### src/rtl/sar_seq_pkg.sv
package sar_seq_pkg;

    typedef enum logic [1:0] {
        ST_SLEEP = 2'd0,
        ST_RUN   = 2'd1,
        ST_SPENT = 2'd2
    } seq_state_e;

    // number of zero bits that lead every frame
    localparam int LEAD_ZEROS = 4;
    // serial falling edge on which the track/hold goes to hold
    localparam int HOLD_EDGE  = 3;

    function automatic bit res_supported(input int res);
        return (res == 8) || (res == 10) || (res == 12);
    endfunction

    function automatic int frame_len(input int res);
        return res + LEAD_ZEROS;
    endfunction

endpackage

### src/rtl/sar_pin_edges.sv
module sar_pin_edges (
    input  logic clk,
    input  logic rst_n,
    input  logic cs_n,
    input  logic sclk,
    output logic cs_fall,
    output logic cs_rise,
    output logic sck_fall
);

    typedef struct packed {
        logic cs;
        logic sck;
    } pin_hist_t;

    pin_hist_t hist_d, hist_q;

    always_comb begin
        hist_d     = hist_q;
        hist_d.cs  = cs_n;
        hist_d.sck = sclk;
    end

    always_ff @(posedge clk or negedge rst_n) begin
        if (!rst_n) begin
            hist_q <= '{cs: 1'b1, sck: 1'b1};
        end else begin
            hist_q <= hist_d;
        end
    end

    assign cs_fall  = hist_q.cs & ~cs_n;
    assign cs_rise  = ~hist_q.cs & cs_n;
    // serial edges only count while the select is low
    assign sck_fall = hist_q.sck & ~sclk & ~cs_n;

endmodule

### src/rtl/sar_frame_seq.sv
module sar_frame_seq
    import sar_seq_pkg::*;
#(
    parameter int RES = 12
) (
    input  logic clk,
    input  logic rst_n,
    input  logic cs_fall,
    input  logic cs_rise,
    input  logic sck_fall,
    output logic capture,
    output logic ld_zero,
    output logic ld_data,
    output logic track_o,
    output logic pd_o,
    output logic oe_o,
    output logic held_o
);

    localparam int FRAME = frame_len(RES);
    localparam int CNT_W = $clog2(FRAME + 1);
    localparam logic [CNT_W-1:0] CNT_LAST = CNT_W'(FRAME);
    localparam logic [CNT_W-1:0] CNT_HOLD = CNT_W'(HOLD_EDGE);
    localparam logic [CNT_W-1:0] CNT_DATA = CNT_W'(LEAD_ZEROS);

    typedef struct packed {
        seq_state_e       state;
        logic [CNT_W-1:0] cnt;
        logic             track;
        logic             pd;
        logic             oe;
        logic             held;
    } seq_regs_t;

    seq_regs_t s_d, s_q;
    logic [CNT_W-1:0] cnt_inc;

    always_comb begin
        s_d     = s_q;
        capture = 1'b0;
        ld_zero = 1'b0;
        ld_data = 1'b0;
        cnt_inc = s_q.cnt + 1'b1;

        if (cs_rise) begin
            // abort or normal release: everything back to sleep
            s_d.state = ST_SLEEP;
            s_d.oe    = 1'b0;
            s_d.pd    = 1'b1;
            s_d.track = 1'b0;
            s_d.held  = 1'b0;
        end else if (cs_fall) begin
            s_d.state = ST_RUN;
            s_d.cnt   = '0;
            s_d.oe    = 1'b1;
            s_d.pd    = 1'b0;
            s_d.track = 1'b1;
            s_d.held  = 1'b0;
            ld_zero   = 1'b1;
        end else if (s_q.state == ST_RUN && sck_fall) begin
            s_d.cnt = cnt_inc;
            if (cnt_inc == CNT_LAST) begin
                s_d.state = ST_SPENT;
                s_d.oe    = 1'b0;
                s_d.pd    = 1'b1;
                s_d.held  = 1'b0;
            end else if (cnt_inc >= CNT_DATA) begin
                ld_data = 1'b1;
            end else begin
                ld_zero = 1'b1;
            end
            if (cnt_inc == CNT_HOLD) begin
                s_d.track = 1'b0;
                s_d.held  = 1'b1;
                capture   = 1'b1;
            end
        end
    end

    always_ff @(posedge clk or negedge rst_n) begin
        if (!rst_n) begin
            s_q <= '{state: ST_SLEEP, cnt: '0, track: 1'b0,
                     pd: 1'b1, oe: 1'b0, held: 1'b0};
        end else begin
            s_q <= s_d;
        end
    end

    assign track_o = s_q.track;
    assign pd_o    = s_q.pd;
    assign oe_o    = s_q.oe;
    assign held_o  = s_q.held;

endmodule

### src/rtl/sar_result_shift.sv
module sar_result_shift #(
    parameter int RES = 12
) (
    input  logic           clk,
    input  logic           rst_n,
    input  logic [RES-1:0] sample,
    input  logic           capture,
    input  logic           ld_zero,
    input  logic           ld_data,
    output logic           bit_o
);

    typedef struct packed {
        logic [RES-1:0] word;
        logic           bit_v;
    } shift_regs_t;

    shift_regs_t r_d, r_q;

    always_comb begin
        r_d = r_q;
        if (capture) begin
            r_d.word = sample;
        end
        if (ld_zero) begin
            r_d.bit_v = 1'b0;
        end else if (ld_data) begin
            r_d.bit_v = r_q.word[RES-1];
            r_d.word  = {r_q.word[RES-2:0], 1'b0};
        end
    end

    always_ff @(posedge clk or negedge rst_n) begin
        if (!rst_n) begin
            r_q <= '0;
        end else begin
            r_q <= r_d;
        end
    end

    assign bit_o = r_q.bit_v;

endmodule

### src/rtl/sar_serial_seq.sv
module sar_serial_seq
    import sar_seq_pkg::*;
#(
    parameter int RES = 12
) (
    input  logic           clk,
    input  logic           rst_n,
    input  logic           cs_n,
    input  logic           sclk,
    input  logic [RES-1:0] sample,
    output logic           sdata_o,
    output logic           sdata_oe,
    output logic           track_o,
    output logic           pd_o,
    output logic           held_o
);

    generate
        if (!res_supported(RES)) begin : g_bad_res
            $error("sar_serial_seq: RES must be 8, 10 or 12");
        end
    endgenerate

    logic cs_fall, cs_rise, sck_fall;
    logic capture, ld_zero, ld_data;
    logic oe, bit_v;

    sar_pin_edges u_edges (
        .clk      (clk),
        .rst_n    (rst_n),
        .cs_n     (cs_n),
        .sclk     (sclk),
        .cs_fall  (cs_fall),
        .cs_rise  (cs_rise),
        .sck_fall (sck_fall)
    );

    sar_frame_seq #(.RES(RES)) u_seq (
        .clk      (clk),
        .rst_n    (rst_n),
        .cs_fall  (cs_fall),
        .cs_rise  (cs_rise),
        .sck_fall (sck_fall),
        .capture  (capture),
        .ld_zero  (ld_zero),
        .ld_data  (ld_data),
        .track_o  (track_o),
        .pd_o     (pd_o),
        .oe_o     (oe),
        .held_o   (held_o)
    );

    sar_result_shift #(.RES(RES)) u_shift (
        .clk     (clk),
        .rst_n   (rst_n),
        .sample  (sample),
        .capture (capture),
        .ld_zero (ld_zero),
        .ld_data (ld_data),
        .bit_o   (bit_v)
    );

    assign sdata_oe = oe;
    assign sdata_o  = oe & bit_v;

endmodule

### config.mk
export PLATFORM = sky130hd
export DESIGN_NAME = sar_serial_seq
export DESIGN_NICKNAME = d
export VERILOG_FILES = /design/src/rtl/sar_seq_pkg.sv /design/src/rtl/sar_pin_edges.sv /design/src/rtl/sar_frame_seq.sv /design/src/rtl/sar_result_shift.sv /design/src/rtl/sar_serial_seq.sv
export SDC_FILE = /design/constraint.sdc
export NUM_CORES = 1
export LEC_CHECK = 0
export ABC_AREA = 1
export BUFFER_PORTS_ARGS = -buffer_cell sky130_fd_sc_hd__buf_2
export CORE_ASPECT_RATIO = 1.1
export CORE_UTILIZATION = 45
export CTS_CLUSTER_DIAMETER = 150
export DETAILED_ROUTE_END_ITERATION = 16
export PLACE_DENSITY = 0.77
export SETUP_SLACK_MARGIN = 0.4
export SYNTH_ARGS = -nofsm -noshare
export SYNTH_HDL_FRONTEND = slang
export SYNTH_SLANG_ARGS = --single-unit
### constraint.sdc
create_clock -name clk -period 2.3 [get_ports clk]
set_clock_uncertainty 0.15 [all_clocks]
set_input_delay 0.46 -clock clk [delete_from_list [all_inputs] [get_ports clk]]
set_output_delay 0.46 -clock clk [all_outputs]
set_load 0.02 [all_outputs]
**After elaboration in Yosys (flattened, before gate mapping)**

Cells that the tools add are included.

- Register bits: 26
- Latch bits: 0
- Memory bits (writable): 0
- ROM bits: 0
- Input bits: 16
- Output and inout bits: 5
- Word-level logic and storage cells: 61
- Memories: 0

- $add $sub $neg: 1
- $mul: 0
- Div/mod/pow operators: 0
- Magnitude comparators: 1
- Eq/ne operators: 3
- Shift operators: 0
- Multiplexer cells: 26
- Bitwise operators: 9
- Reductions and logical operators: 11

Operators with widths:

| kind | count |
|---|---|
| $mux 12 | 2 |
| $mux 11 | 2 |
| $mux 1 | 17 |
| $mux 13 | 1 |
| $reduce_bool 3->1 | 3 |
| $reduce_and 2->1 | 4 |
| $add 5x1->5 const B | 1 |
| $and 1x1->1 | 5 |
| $eq 5x2->1 const B | 1 |
| $eq 5x5->1 const B | 1 |
| $ge 5x3->1 const B | 1 |
| $mux 2 | 2 |
| $mux 4 | 1 |
| $not 1->1 | 4 |
| $reduce_bool 2->1 | 2 |
| $reduce_bool 4->1 | 1 |
| $mux 3 | 1 |
| $eq 2x1->1 const B | 1 |
| $logic_and 1x1->1 | 1 |

**Depth between registers and ports, before layout**

- Depth after elaboration: 10
- Gate-level depth with buffers: 12
- Mapped depth without buffers: 11

**Hierarchy**

Synthesis repeated with hierarchy kept, for this count alone.

- Cells, all modules: 188
- Area, all modules: 1423.9 µm²

Modules (own cells, without submodules):

| module | instances | cells an instance | area each (µm²) | seq. area each (µm²) |
|---|---|---|---|---|
| sar_result_shift | 1 | 105 | 715.7 | 325.3 |
| sar_frame_seq | 1 | 73 | 620.6 | 251.5 |
| sar_pin_edges | 1 | 8 | 80.1 | 52.6 |
| sar_serial_seq | 1 | 2 | 7.5 | 0.0 |

**Least setup slack after synthesis**

No wires, ideal clock.

- Path kind: reg-to-reg
- Start: register u_seq.s_q[4] (netlist bit)
- End: register u_shift.r_q[2] (netlist bit)
- Setup time: 0.118 ns
- Arrival time: 1.492 ns
- Data required time: 2.032 ns
- Setup slack: 0.540 ns
- Cell stages (with the launch flop): 13
- Path buffers: 1
- Clock period less this slack: 1.760 ns
- Cell sequence: dfrtp_1 -> ha_1 -> inv_1 -> nand2_1 -> nand2_1 -> nand3_2 -> nor2_8 -> inv_2 -> nand3_4 -> inv_2 -> buf_6 -> nand2_1 -> nand2_1

RTL lines:

| element | RTL line | text |
|---|---|---|
| start: declaration | sar_frame_seq.sv:35 | `seq_regs_t s_d, s_q;` |
| start signal: assignment | sar_frame_seq.sv:82 | `s_q <= '{state: ST_SLEEP, cnt: '0, track: 1'b0,` |
| end signal: assignment | sar_result_shift.sv:37 | `r_q <= r_d;` |
| end: declaration | sar_result_shift.sv:18 | `shift_regs_t r_d, r_q;` |

==> qor.txt <==
Status - completed
Filler cell count - 251
Complex-gate fraction of the synthesized area - 3.90%
Largest net degree at the start of global routing - 26
Power share of the clock group - 23.1%
Reg2Reg Launch Point - u_edges.hist_q[1]
Avg Cell Area, Syn - 7.73 um2
Most frequent cells in the layout - nand2_1, inv_1, dfrtp_1
Critical Path End Type - register
Hold path start - sclk
Register area share after synthesis - 42.6%
Die X - 56.6 um
Final period utilization - 82.3%
Req. time, crit path - 2420 ps
Slowest stage cell, crit path - dfstp_2
DRT antenna net count - 0
# H-tree levels - 1
Worst-path clk slew - 130 ps
Fmax - 528 MHz
Maximum Capacitance Violations - 0
Fin crit period - 1890 ps
Clk buf depth - 2
Net Sw Power - 247 uW
Nets - 252
Worst path max stage delay - 570 ps
Crit path DAT - 2010 ps
CP Class - reg2reg
Grt total ovfl - 0
Mapped Nets - 213
Sequential share of power - 58.9%
Placed inst area - 1580 um2
Mux contribution to synthesized area - 0%
Commonest non-fill, non-tap cell in the layout - nand2_1
Vias in the first global route - 1094
# IOs - 21
RSZ-0062 raised after global routing - true
Cells after synthesis - 191
Vias per Instance - 5.13
# DRC - 0
Layout area overhead - 26.1%
Register bit total from synthesis - 25
CP startpoint kind - register
Slew headroom - 64.0%
Synthesized area - 1480 um2
Internal reg-to-reg setup slack - 410 ps
Pwr dens - 463 nW/um2
Clk_lat worst skew - 320 ps
Combinational power share - 18.0%
Root Buffer - clkbuf_4
Total CTS buffers - 3
CTS tree - done
Pwr Total - 862 uW
Ant diodes - 0
Max VDD drop - 0.000361 V
Design Area, Final - 1860 um2
Final HPWL DP - 1.92 mm
Main combinational cell family by area after synthesis - simple AND/OR/NAND/NOR gates
Crit-path cells - inv_2, ha_4, nor2_4, inv_2, nor2_4, buf_8, nand3_4, nand2_2, nand3_2, nand2_1
Global-route wire length before repair - 4.73 mm
Slew Limit Fails - 0
Worst setup path start - u_edges.hist_q[1]
Share of layout cells above drive strength 1 - 33.2%
Final core utilization - 60.6%
Clock sinks - 25
XOR/XNOR share of the synthesized area - 0%
Total wire length - 3.28 mm
Worst-Margin Slew - 541 ps
Fin Setup TNS - 0 ps
First drt pass iteration count - 4
GR Util All Layers - 17.5%
WL/cell - 12.5 um
PortBufs - 20
Iteration-0 DRC Markers - 72
Synth Area in Simple Gates - 34.4%
Antenna violations before repair - 0
Die height - 62.1 um
Crit path max fanout - 8
Core area - 3070 um2
Via count - 1350
Fin Hold WS - 74.7 ps
Die ar. - 3510 um2
Starting Density - 48.0%
Synth warnings - 0
Final setup violating endpoints - 0
Sw Share - 28.7%
Internal Pwr Total - 615 uW
Core Rows - 21
RD Place Congestion - 0.877
Worst Hold Class - in2reg
Post-synth cell types - 21
Final hold vios - 0
Adder-Cell Fraction of Synth Area - 5.08%
Pleak - 0.00100 uW
-- state kept, by name, indices dropped and copies added (netlist names) --
name / cells
u_shift.r_q: 12
u_seq.s_q: 7
u_edges.hist_q: 2
u_seq.held_o: 1
u_seq.pd_o: 1
u_seq.track_o: 1
u_shift.bit_o: 1
-- path summary, 6_finish.rpt --
kind	cells past startpoint	end
min	1	u_edges.hist_q[0]
min reg2reg	2	u_shift.r_q[2]
min in group asynchronous	2	u_seq.track_o
max in group asynchronous	2	u_seq.s_q[5]
max reg2reg	10	u_shift.r_q[9]
max	10	u_shift.r_q[9]
-- worst max-delay path: cells and delay by family, from the launching register on --
kind / cells / cell delay [ps]
adders and majority gates: 1 / 160
buffers and inverters: 3 / 260
DFF: 1 / 570
and+or+nand+nor: 6 / 700
-- power by group through the flow --
stage	sequential, uW	clock, uW	combinational [uW]
floorplan	521	0	76.0
global placement	517	0	127
detailed placement	517	0	129
CTS	507	205	136
global route	512	221	178
finish	508	199	155
-- synth_stat cells --
cell type,count,share of area [%]
a21oi_1,1,0.34
buf_4,2,1.0
buf_6,3,2.3
clkbuf_1,1,0.25
dfrtp_1,22,37
dfstp_2,3,5.3
ha_1,6,5.1
inv_1,39,9.9
inv_2,2,0.51
nand2_1,55,14
nand2_2,2,0.85
nand3_1,17,5.8
nand3_2,1,0.68
nand3_4,2,2.4
nand4_1,15,6.4
nor2_1,9,2.3
nor2_4,1,0.76
nor2_8,1,1.4
o21ai_0,5,1.7
o21ai_2,1,0.59
o22ai_1,3,1.3
-- what timing repair did --
item	4_1_cts	5_1_grt
cloned	0	3
hold buffers	1	0
resized for setup	3	25
buffers inserted	4	10
pin swaps	1	15
endpoints found under the hold margin	22	0
setup endpoints to repair	15	17
-- logic make-up after synthesis --
family | Yosys count
buffers and inverters | 47
DFF | 25
and+or+nand+nor | 103
AOI/OAI and AO/OA | 10
adders and majority gates | 6
-- routing by layer --
metal,track usage (%),up-vias,routed length (um)
li1,-,676,-
met4,6.27,0,50
met3,1.86,8,124
met5,0,-,0
met1,23.8,627,1480
met2,29.7,39,1620
-- cell type report --
| cell class | count | area [um2] | area share (%) |
|---|---|---|---|
| timing repair buffer | 38 | 263 | 14.1 |
| inverter | 41 | 156 | 8.40 |
| sequential | 25 | 631 | 33.9 |
| tap | 34 | 42.5 | 2.28 |
| multi-input combinational | 121 | 743 | 39.9 |
| clock buffer | 4 | 26.3 | 1.41 |
-- through the flow --
step	setup WS [ps]	cells
after floorplan	540	191
after global placement	253	241
after detailed placement	247	241
after CTS	401	250
after global routing	341	263
final	408	263
Power figures use the tool's default switching activity.
